===== src/rtl/lpc_rd_pkg.sv =====
package lpc_rd_pkg;

  typedef enum logic [3:0] {
    S_IDLE,
    S_TYPE,
    S_ADDR,
    S_HTAR1,
    S_HTAR2,
    S_SYNC,
    S_DLO,
    S_DHI,
    S_TTAR1,
    S_TTAR2
  } rd_state_e;

  localparam logic [3:0] NIB_START = 4'h0;
  localparam logic [3:0] NIB_SYNC  = 4'h0;
  localparam logic [3:0] NIB_TAR   = 4'hF;

endpackage


===== src/rtl/lpc_rd_fsm.sv =====
module lpc_rd_fsm
  import lpc_rd_pkg::*;
#(
  parameter int          ADDR_W    = 16,
  parameter logic [15:0] DATA_PORT = 16'h0060,
  parameter logic [15:0] STAT_PORT = 16'h0064
) (
  input  logic      clk,
  input  logic      rst_n,
  input  logic      lframe_n,
  input  logic [3:0] lad_in,
  output rd_state_e state,
  output logic      sel_data
);

  localparam int NIBS  = ADDR_W / 4;
  localparam int CNT_W = (NIBS > 1) ? $clog2(NIBS) : 1;
  localparam logic [CNT_W-1:0] CNT_LAST = CNT_W'(NIBS - 1);

  rd_state_e          state_q, state_d;
  logic [ADDR_W-1:0]  addr_q, addr_d;
  logic [CNT_W-1:0]   cnt_q, cnt_d;
  logic               sel_q, sel_d;
  logic [ADDR_W-1:0]  addr_full;
  logic               hit_data, hit_stat;

  assign addr_full = {addr_q[ADDR_W-5:0], lad_in};
  assign hit_data  = (addr_full == DATA_PORT[ADDR_W-1:0]);
  assign hit_stat  = (addr_full == STAT_PORT[ADDR_W-1:0]);

  always_comb begin
    state_d = state_q;
    addr_d  = addr_q;
    cnt_d   = cnt_q;
    sel_d   = sel_q;
    unique case (state_q)
      S_IDLE:  if (!lframe_n && lad_in == NIB_START) state_d = S_TYPE;
      S_TYPE: begin
        if (lframe_n && lad_in[3:1] == 3'b000) begin
          state_d = S_ADDR;
          cnt_d   = '0;
        end else begin
          state_d = S_IDLE;
        end
      end
      S_ADDR: begin
        addr_d = addr_full;
        cnt_d  = cnt_q + 1'b1;
        if (cnt_q == CNT_LAST) begin
          if (hit_data || hit_stat) begin
            state_d = S_HTAR1;
            sel_d   = hit_data;
          end else begin
            state_d = S_IDLE;
          end
        end
      end
      S_HTAR1: state_d = S_HTAR2;
      S_HTAR2: state_d = S_SYNC;
      S_SYNC:  state_d = S_DLO;
      S_DLO:   state_d = S_DHI;
      S_DHI:   state_d = S_TTAR1;
      S_TTAR1: state_d = S_TTAR2;
      S_TTAR2: state_d = S_IDLE;
      default: state_d = S_IDLE;
    endcase
  end

  always_ff @(posedge clk or negedge rst_n) begin
    if (!rst_n) begin
      state_q <= S_IDLE;
      addr_q  <= '0;
      cnt_q   <= '0;
      sel_q   <= 1'b0;
    end else begin
      state_q <= state_d;
      if (state_q == S_ADDR) addr_q <= addr_d;
      if (state_q == S_ADDR || state_q == S_TYPE) cnt_q <= cnt_d;
      if (state_q == S_ADDR) sel_q <= sel_d;
    end
  end

  assign state    = state_q;
  assign sel_data = sel_q;

  // the address phase is entered only from the cycle-type phase
  a_r2_addr_entry: assert property (@(posedge clk) disable iff (!rst_n)
    (state_q == S_ADDR && $past(state_q) != S_ADDR) |-> $past(state_q) == S_TYPE);

endmodule


===== src/rtl/lpc_rd_drive.sv =====
module lpc_rd_drive
  import lpc_rd_pkg::*;
(
  input  rd_state_e  state,
  input  logic       sel_data,
  input  logic [7:0] obuf,
  input  logic [7:0] status,
  output logic [3:0] lad_out,
  output logic       lad_oe
);

  logic [7:0] byte_sel;

  assign byte_sel = sel_data ? obuf : status;

  always_comb begin
    lad_out = 4'h0;
    lad_oe  = 1'b0;
    unique case (state)
      S_SYNC:  begin lad_oe = 1'b1; lad_out = NIB_SYNC;      end
      S_DLO:   begin lad_oe = 1'b1; lad_out = byte_sel[3:0]; end
      S_DHI:   begin lad_oe = 1'b1; lad_out = byte_sel[7:4]; end
      S_TTAR1: begin lad_oe = 1'b1; lad_out = NIB_TAR;       end
      default: begin lad_oe = 1'b0; lad_out = 4'h0;          end
    endcase
  end

endmodule


===== src/rtl/lpc_rd_flags.sv =====
module lpc_rd_flags (
  input  logic       clk,
  input  logic       rst_n,
  input  logic       cpu_wr,
  input  logic [7:0] cpu_wdata,
  input  logic       rd_done,
  output logic [7:0] obuf,
  output logic       obf,
  output logic       irq
);

  logic [7:0] obuf_q;
  logic       obf_q, obf_d;
  logic       irq_q;

  always_comb begin
    obf_d = obf_q;
    if (rd_done) obf_d = 1'b0;
    if (cpu_wr)  obf_d = 1'b1;
  end

  always_ff @(posedge clk or negedge rst_n) begin
    if (!rst_n) begin
      obuf_q <= '0;
      obf_q  <= 1'b0;
      irq_q  <= 1'b0;
    end else begin
      if (cpu_wr) obuf_q <= cpu_wdata;
      obf_q <= obf_d;
      irq_q <= rd_done;
    end
  end

  assign obuf = obuf_q;
  assign obf  = obf_q;
  assign irq  = irq_q;

  // interrupt is a single-clock pulse
  a_r6_irq_single: assert property (@(posedge clk) disable iff (!rst_n)
    irq_q |=> !irq_q);

  // interrupt coincides with a cleared flag unless a write raced it
  a_r6_irq_clears: assert property (@(posedge clk) disable iff (!rst_n)
    (irq_q && !$past(cpu_wr)) |-> !obf_q);

  // a local write always leaves the flag set
  a_r7_write_sets: assert property (@(posedge clk) disable iff (!rst_n)
    cpu_wr |=> obf_q);

endmodule


===== src/rtl/lpc_io_read_target.sv =====
module lpc_io_read_target
  import lpc_rd_pkg::*;
#(
  parameter int          ADDR_W    = 16,
  parameter logic [15:0] DATA_PORT = 16'h0060,
  parameter logic [15:0] STAT_PORT = 16'h0064
) (
  input  logic       lclk,
  input  logic       rst_n,
  input  logic       lframe_n,
  input  logic [3:0] lad_in,
  output logic [3:0] lad_out,
  output logic       lad_oe,
  input  logic       cpu_wr,
  input  logic [7:0] cpu_wdata,
  input  logic [6:0] status_hi,
  output logic       obuf_full,
  output logic       obuf_empty_irq
);

  rd_state_e  state;
  logic       sel_data;
  logic [7:0] obuf;
  logic [7:0] status;
  logic       rd_done;
  logic       obf;

  assign rd_done = (state == S_DHI) && sel_data;
  assign status  = {status_hi, obf};

  lpc_rd_fsm #(
    .ADDR_W    (ADDR_W),
    .DATA_PORT (DATA_PORT),
    .STAT_PORT (STAT_PORT)
  ) u_fsm (
    .clk      (lclk),
    .rst_n    (rst_n),
    .lframe_n (lframe_n),
    .lad_in   (lad_in),
    .state    (state),
    .sel_data (sel_data)
  );

  lpc_rd_drive u_drive (
    .state    (state),
    .sel_data (sel_data),
    .obuf     (obuf),
    .status   (status),
    .lad_out  (lad_out),
    .lad_oe   (lad_oe)
  );

  lpc_rd_flags u_flags (
    .clk       (lclk),
    .rst_n     (rst_n),
    .cpu_wr    (cpu_wr),
    .cpu_wdata (cpu_wdata),
    .rd_done   (rd_done),
    .obuf      (obuf),
    .obf       (obf),
    .irq       (obuf_empty_irq)
  );

  assign obuf_full = obf;

  // the first driven nibble of every answer is SYNC ready
  a_r3_first_sync: assert property (@(posedge lclk) disable iff (!rst_n)
    $rose(lad_oe) |-> lad_out == NIB_SYNC);

  // the target lets go of LAD only after driving 1111
  a_r5_tail_ones: assert property (@(posedge lclk) disable iff (!rst_n)
    $fell(lad_oe) |-> $past(lad_out) == NIB_TAR);

endmodule


===== config.mk =====
export PLATFORM = sky130hd
export DESIGN_NAME = lpc_io_read_target
export DESIGN_NICKNAME = d
export VERILOG_FILES = /design/src/rtl/lpc_rd_pkg.sv /design/src/rtl/lpc_rd_fsm.sv /design/src/rtl/lpc_rd_drive.sv /design/src/rtl/lpc_rd_flags.sv /design/src/rtl/lpc_io_read_target.sv
export SDC_FILE = /design/constraint.sdc
export NUM_CORES = 1
export LEC_CHECK = 0
export BUFFER_PORTS_ARGS = -buffer_cell sky130_fd_sc_hd__buf_4
export CAP_MARGIN = 20
export CORE_MARGIN = 2
export CORE_UTILIZATION = 40
export DETAILED_ROUTE_END_ITERATION = 10
export PLACE_DENSITY_LB_ADDON = 0.2
export SLEW_MARGIN = 20
export SYNTH_ARGS = -nofsm -noshare
export SYNTH_HDL_FRONTEND = slang
export SYNTH_HIERARCHICAL = 1
export SYNTH_SLANG_ARGS = --single-unit

===== constraint.sdc =====
create_clock -name lclk -period 4.2 [get_ports lclk]
set_input_delay 0.42 -clock lclk [delete_from_list [all_inputs] [get_ports lclk]]
set_output_delay 0.42 -clock lclk [all_outputs]
set_load 0.05 [all_outputs]

==> reports/results.txt, run 1 <==
In the synthesized netlist the async set-or-reset flop fraction comes to 100%. Across the run, the number of max-cap violations was 0. Entering global routing, the biggest net connects 30 pins.

The final instance area came out at 1830 sq um. The tightest min-delay check is of the input pin to async pin type. The synthesized area divided by synthesized cell count came out at 10.7 sq um. Wires add up to 3210 microns. After detailed routing, the met2 layer carries 1600 microns of wire. From left edge to right edge, the die measures 64.7 microns.

After clock tree synthesis, the clock-pin slew on the worst setup and hold paths is 0.06 ns. For the worst setup path, the data arrival time is 1.94 ns. For the last weighted congestion value of the routability-driven placer, the log shows 0.760. The number of different library cells in the post-synthesis netlist was 39; the setup total negative slack was 0 ns.

The type of element capturing the critical path is an output pin. In this run, synthesis inferred 0 flip-flops with an integrated enable. Setup repair after global routing left no endpoint under its margin.

The run gives 49.2% as the sequential element share of the synthesized area. Setup violations remaining at the end of the flow were counted as 0. The detailed router placed 1151 vias in this run. The filler cell count is 343. TritonCTS built the clock tree. Power spread over the standard cell area amounts to 549 nW/um^2.

Growth of design area from synthesis to finish: 23.8%. For the wire length of the first global-routing pass, the log shows 5500 microns. The synthesized net count was 162; the length of the first detailed-routing pass in iterations was 4.

After clock tree synthesis, the repair step resized 0 gates. Most instantiated library cell after synthesis: sky130_fd_sc_hd__nand2_1. The setup path with the least slack is of type flop to output pin. Buffers inserted during clock tree synthesis total 5.

Top-level port count: 30. For this configuration, the core starts out at a cell density of 40.9%. Number of cells traversed by the worst register-to-register path: 3. In this run the static leakage power is 0.852 nW. Of all nets on the critical path, the largest fanout is 12.

The repair_antennas step left the layout with diodes totalling 0. The fraction of post-synthesis cell area in the top cell type by area was 49.2%; the synthesized cell area was 1480 sq um. The net count of the finished layout is 193, and the worst relative slew slack is 48.1%. The total overflow left after global routing is 0. The largest stage delay on the critical path is 0.63 ns. Cell at the root of the clock tree: sky130_fd_sc_hd__clkbuf_8. For the overall die area, the log shows 4190 sq um.

Global routing used 17.3% of the available tracks across all layers. The worst path setup slack after routing was 1.84 ns; the worst voltage drop across the vdd grid was 0.255 mV. The logs give 0 for the number of setup buffers added after CTS and 3.78 ns for the required time of the worst setup path. H-tree depth reported by CTS: 2. The count of final max-slew check failures was 0.

In the final layout, the share of cells above drive strength 1 is 30.6%. Via count of the first global-routing pass: 1138. The commonest register cell after synthesis was sky130_fd_sc_hd__dfrtp_1. The iteration-0 DRC count of the detailed router is 30.

Dividing the detail-routed via count by the number of cells gives 5.28. The later pin in the worst-skew pair is clocked with a latency of 0.28 ns. The slowest stage of the critical path belongs to the cell sky130_fd_sc_hd__or4bb_1. The multi-input combinational cells in the finished layout cover a total of 718 sq um. After detailed routing, the met3 layer carries 166 microns of wire.

In this run the cell area measured after placement is 1730 sq um. The tools report the hold-fix buffer count after cts as 0. The worst path needs 2.36 ns of the cycle, external delays included. After detailed routing, the wire length on met1 is 1390 microns. In this run, synthesis produced a sequential element count of 29.

At the pin with the least slew margin, the transition time is 0.775 ns. Of all cell types, the one taking the most synthesized area is sky130_fd_sc_hd__dfrtp_1. The worst reg2reg path endpoint is u_fsm/sel_data$_DFFE_PN0P_.

Static timing analysis puts the maximum clock frequency at 423 MHz. The count of nets left with antenna violations once routing finished came out at 0. Number of warnings printed during yosys synthesis: 6.

The logs give 2.16 ns for the post-place setup slack and 2280 microns for the half-perimeter wire length after placement. Ranked by instance count, the synthesized netlist is headed by 39 x sky130_fd_sc_hd__nand2_1, 29 x sky130_fd_sc_hd__dfrtp_1, 8 x sky130_fd_sc_hd__mux2_4, 8 x sky130_fd_sc_hd__mux2i_1, 6 x sky130_fd_sc_hd__nor2_1. The number of placement rows was 22. Traced cell by cell, the critical path runs through or4bb_1 > o221ai_1 > buf_4. The number of buffers on the longest clock path is 2. The critical register-to-register path startpoint is u_fsm/state[2]$_DFFE_PN0P_. The total of buffers placed on input and output ports is 29, and the number of sinks driven by the clock tree is 29. Register area: 726 sq um. The remaining routing DRC violations was 0. The flow ran to the end, and the final reports show no timing, DRC or antenna violations.

The vertical die dimension is 64.7 microns, and the area of the core region is 3610 sq um. The number of cells produced by synthesis was 138; the final routed wire length divided by cell count was 14.7 microns. For the final database, setup skew stands at 0.00693 ns.

For flop-to-flop paths, the worst setup slack is 2.26 ns. The run gives 0 as the number of antenna violations at the first check in global routing. The highest metal layer carrying signal wires in the routed design is met4.

The tools report the startpoint type of the worst setup path as a flop. The final hold violation count is 0, and the final cycle utilization of the critical path is 56.3%. By area the synthesized netlist is led by sky130_fd_sc_hd__dfrtp_1 49%, sky130_fd_sc_hd__nand2_1 9.9%, sky130_fd_sc_hd__mux2_4 8.1%.
[worst max-delay path: cells and delay by family, from the launching register on]
kind                   cells  cell delay [ns]
buffers and inverters      1             0.24
AND/OR/NAND/NOR            1             0.63
flip-flops                 1             0.58
AO/OA/AOI/OAI              1             0.22
[area by class of cell]
class / instances / area share, %
multi-input combinational: 103 / 39.3
tap: 48 / 3.29
inverter: 1 / 0.205
clock inverter: 1 / 0.274
sequential: 29 / 39.7
timing repair buffer: 29 / 11.9
clock buffer: 7 / 5.27
[layout by cell type (no fill, tap or decap), types with 3 or more instances in the layout]
| cell | synthesis | routed |
|---|---|---|
| sky130_fd_sc_hd__o221ai_1 | 4 | 4 |
| sky130_fd_sc_hd__nand4_1 | 3 | 3 |
| sky130_fd_sc_hd__o21ai_0 | 5 | 5 |
| sky130_fd_sc_hd__buf_4 | 0 | 29 |
| sky130_fd_sc_hd__nand2_1 | 39 | 39 |
| sky130_fd_sc_hd__clkbuf_8 | 0 | 7 |
| sky130_fd_sc_hd__dfrtp_1 | 29 | 29 |
| sky130_fd_sc_hd__mux2_4 | 8 | 8 |
| sky130_fd_sc_hd__nor2_1 | 6 | 6 |
| sky130_fd_sc_hd__mux2i_1 | 8 | 8 |
[registers in the layout, summed over array words and instances, names as in the netlist]
register	cells
u_flags/obf	1
u_flags/obuf	8
u_fsm/cnt_q	2
u_fsm/sel_data	1
u_fsm/addr_q	12
u_flags/irq	1
u_fsm/state	4
[power breakdown]
group,total (mW),switching [mW],internal (mW)
Clock,0.251,0.103,0.148
Sequential,0.454,0.0948,0.359
Combinational,0.298,0.160,0.138
Total,1.00,0.358,0.645
[logic make-up (layout without fill, tap and decap cells)]
kind of cell | Yosys count | after routing | share of synthesized area, %
muxes | 17 | 17 | 14.3
adders and majority gates | 1 | 1 | 0.848
buffers and inverters | 6 | 38 | 2.12
AOI/OAI and AO/OA | 16 | 16 | 7.97
DFF | 29 | 29 | 49.2
xor gates and xnor gates | 2 | 2 | 1.19
and+or+nand+nor | 67 | 67 | 24.3
[routing by layer]
layer  global-route usage (%)  up-vias
met5                        0        -
met4                     8.51        0
met3                     5.03        7
met2                     27.3       35
met1                     21.7      556
li1                         -      553
[worst max-delay path by stage]
| stage | from | to | slack [ns] | cells after the start |
|---|---|---|---|---|
| finish | u_fsm/state[2]$_DFFE_PN0P_ | lad_out[2] | 1.84 | 3 |
| global route | u_fsm/state[2]$_DFFE_PN0P_ | lad_out[2] | 1.78 | 3 |
| CTS | u_fsm/state[2]$_DFFE_PN0P_ | lad_out[2] | 1.86 | 3 |
| detailed placement | u_fsm/state[2]$_DFFE_PN0P_ | lad_out[1] | 2.16 | 3 |
| global placement | u_fsm/state[2]$_DFFE_PN0P_ | lad_out[1] | 2.19 | 3 |
| floorplan | u_fsm/state[2]$_DFFE_PN0P_ | lad_out[0] | 1.85 | 2 |
[through the flow]
step / power [mW] / std cells / util [%] / hold slack [ns]
6_report: 1.00 / 218 / 50.7 / 0.0564
5_1_grt: 1.08 / 218 / 50.7 / 0.0762
4_1_cts: 1.01 / 218 / 50.7 / 0.0681
3_5_place_dp: 0.759 / 210 / 47.8 / 0.371
3_3_place_gp: 0.745 / 210 / 47.8 / 0.368
2_1_floorplan: 0.664 / 138 / - / 0.124
Power figures use the tool's default switching activity.
==> run 2, diff against run 1 <==
clock period = 2 ns   (was 4.2 ns; I/O delays follow)
==> run 2 against run 1 <==
Power rose by 110%. Register-to-register slack got worse by 1.8 ns. Via count rose by 2.1%. Sequential power rose by 96%. Final cell count rose by 3.7%. Die area did not move. Utilization rose by 1.7 points. Critical path type unchanged. Routed wire length fell by 1.2%. Clock-buffer cell count did not move. Sequential share of layout area fell by 1.2 points. Worst hold slack improved by 0.069 ns.
==> reports/results.txt, run 2 (synthesis gave the netlist of run 1 again) <==
For the half-perimeter wire length after placement, the log shows 2230 microns (-2.3%). The number of sinks driven by the clock tree was 29 (unchanged). The die extent in x was 64.7 microns (unchanged).

The run gives 0.888 nW (+4.1%) as the leakage power. The number of maximum-capacitance constraint violations is 0 (unchanged). The total power divided by cell area is 1130 nW/um^2 (+110%), and the antenna violation net count after detailed routing is 0 (unchanged). The global routing stage identified its most utilized layer as met2. The run gives 5 (unchanged) as the total CTS buffers. The diode insertion count for antenna repair was 0 (unchanged). The logs give 2 (unchanged) for the H-tree depth reported by CTS and 0.28 ns (about the same) for the source-to-sink clock delay at the later pin of the worst-skew pair. The post-layout minimum cycle time was 1.92 ns; the count of final max-slew check failures was 0 (unchanged). The number of placement rows is 22 (unchanged). The cell sitting at the root of the clock tree is a sky130_fd_sc_hd__clkbuf_8. The total of buffers placed on input and output ports is 29 (unchanged). The flow ran to the end, and the final reports show no timing, DRC or antenna violations.

The logs give 722 sq um (+0.52%) for the multi-input logic area and 1.72 ns (-0.22 ns) for the data arrival time of the critical path. The run gives 30 (unchanged) as the top-level port count. TritonCTS built the clock tree. The CTS clock-pin slew for the worst setup and hold paths was 0.06 ns (about the same); the average vias per placed instance was 5.20 (-1.5%).

Number of buffers on the longest clock path: 2 (unchanged). Derived from the worst setup path, the maximum achievable clock frequency is 520 MHz. The run gives 6.08% (+1.0 points) as the met3 track demand over resource in global routing. The fraction of final layout cells sized beyond drive strength 1 was 33.7% (+3.1 points); the growth of design area from synthesis to finish was 27.9%.

The run gives 0.516 mV (+100%) as the worst voltage drop across the vdd grid. The largest stage delay on the critical path was 0.57 ns (-0.06 ns); the maximum number of pins on one net before global-route repair was 30 (unchanged). The net count of the finished layout was 202 (+4.7%). The buffering stage count on the worst path with inverters included was 1 (unchanged). The worst hold path begins at lad_in[2].

The worst min-delay path category was input pin to flop. Leaving out fill and tap cells, the most frequent cell in the layout is sky130_fd_sc_hd__nand2_1. The worst hold path was traced through 3 stages. The filler cell count came out at 335 (-2.3%). The setup path with the least slack is of type flop to output pin. The final critical path takes up 96.1% of the cycle. The slowest stage of the critical path is the sky130_fd_sc_hd__or4bb_4 cell. The top register by number of flip-flops was u_fsm/addr_q. Global route total overflow: 0 (unchanged). The met2 track demand over resource is 28.0% (+0.64 points), and the clock tree skew after final layout is 0.00591 ns (-0.00102 ns). The slew of the pin with the lowest slew margin is 0.523 ns (-0.252 ns). The sink of the worst hold path is u_fsm/addr_q[2]$_DFFE_PN0P_.

The run gives 52.3% (+1.7 points) as the final standard cell utilization of the core. The tools report the startpoint type of the worst setup path as a flop. The number of cells traversed by the worst register-to-register path was 4 (+1); the final hold violation count was 0 (unchanged).

The logs give 1.80 ns (-1.98 ns) for the required time of the worst setup path and 0.125 ns (+0.0687 ns) for the minimum hold slack. The run gives 0 (unchanged) as the remaining routing DRC violations. The wire length of the first global-routing pass is 5440 microns (-1.1%). The overall die area was 4190 sq um (unchanged).

The number of antenna violations at the first check in global routing is 0 (unchanged), and the final routed wire length divided by cell count is 14.0 microns (-4.7%). The run gives 0 (unchanged) as the final-report setup violation count. STA classifies the critical path endpoint as an output pin.

In this run the critical register-to-register path is launched from u_fsm/addr_q[8]$_DFFE_PN0P_. The vertical die dimension came out at 64.7 microns (unchanged). In the layout the commonest cells are 39 x sky130_fd_sc_hd__nand2_1, 37 x sky130_fd_sc_hd__buf_4, 28 x sky130_fd_sc_hd__dfrtp_1. The critical path goes through or4bb_4 > o221ai_1 > buf_4. The logs give 0.41 ns (-1.85 ns) for the setup slack on the worst flop-to-flop path and 20.9% (-0.82 points) for the routing usage on met1.

The iteration-0 DRC count of the detailed router came out at 29 (-3.3%). The tools report the global-route usage over all layers as 17.2% (-0.13 points). In this run the critical register-to-register path is captured at u_fsm/sel_data$_DFFE_PN0P_. The tools report the last weighted congestion value of the routability-driven placer as 0.805 (+5.9%). For the effective utilization at floorplan, the log shows 40.9% (unchanged). The register area came out at 727 sq um (+0.17%). Setup repair after global routing left no endpoint under its margin. The run gives 3610 sq um (unchanged) as the area of the core region. The logs give 4 (unchanged) for the length of the first detailed-routing pass in iterations and 65.2% (+17 points) for the worst relative slew slack. The via count of the first global-routing pass was 1146 (+0.70%); the flip-flop count of the largest register after layout was 12 (unchanged). The run gives 3170 microns (-1.2%) as the wire length after detailed routing. The total number of vias is 1175 (+2.1%), and the largest fanout on the critical path is 11 (-1). The top cell family by delay on the critical path is simple AND/OR/NAND/NOR gates.
## run 2: cell types whose count changed in the layout (fill, tap and decap cells not counted), sizes merged
| cell | delta |
|---|---|
| buf | +8 |
| dlygate4sd3 | +1 |
| clkinv | -1 |
## run 2: how the worst max path moves through the flow
stage / startpoint / to / slack [ns] / cells after the start
after detailed placement: u_fsm/state[3]$_DFFE_PN0P_ / lad_out[2] / 0.27 / 3
after global routing: u_fsm/state[3]$_DFFE_PN0P_ / lad_out[2] / 0.01 / 3
final: u_fsm/state[3]$_DFFE_PN0P_ / lad_out[2] / 0.08 / 3
after CTS: u_fsm/state[3]$_DFFE_PN0P_ / lad_out[2] / 0.03 / 3
after floorplan: u_fsm/state[2]$_DFFE_PN0P_ / lad_out[0] / -0.13 / 2
after global placement: u_fsm/state[3]$_DFFE_PN0P_ / lad_out[0] / 0.29 / 3
## run 2: what timing repair did
item,in CTS,in global routing
hold endpoints to repair,29,0
pin swaps,0,0
setup buffers,0,3
endpoints found under the setup margin,4,2
hold buffers,1,0
resized for setup,2,0
## run 2: metrics by stage
| step | cell area [sq um] | power [mW] | setup WS (ns) | TNS (ns) | cells |
|---|---|---|---|---|---|
| 2_1_floorplan | 1480 | 1.40 | -0.127 | -0.381 | 138 |
| 3_3_place_gp | 1760 | 1.62 | 0.288 | 0 | 215 |
| 3_5_place_dp | 1760 | 1.64 | 0.266 | 0 | 215 |
| 4_1_cts | 1860 | 2.13 | 0.0319 | 0 | 223 |
| 5_1_grt | 1890 | 2.29 | 0.00950 | 0 | 226 |
| 6_report | 1890 | 2.13 | 0.0771 | 0 | 226 |
## run 2: cell type report
| type | count | share of cell area, % |
|---|---|---|
| sequential | 29 | 38.5 |
| clock buffer | 7 | 4.58 |
| inverter | 1 | 0.199 |
| tap | 48 | 3.18 |
| timing repair buffer | 38 | 15.3 |
| multi-input combinational | 103 | 38.3 |
## run 2: metal layers
layer  vias to the layer above  part of all wire [%]
met1                       571                    45
met2                        29                    48
met3                         4                   4.9
met4                         0                   1.3
met5                         -                     0
li1                        571                     -
## run 2: report_power, final
group / switching, mW / internal (mW) / leakage [nW]
clock network: 0.206 / 0.272 / 0.0443
logic: 0.412 / 0.345 / 0.486
registers: 0.135 / 0.756 / 0.357
## run 2: worst min-delay path: cells and delay by family
family / cells / cell delay (ns)
buffers and inverters: 1 / 0.09
and+or+nand+nor: 2 / 0.09
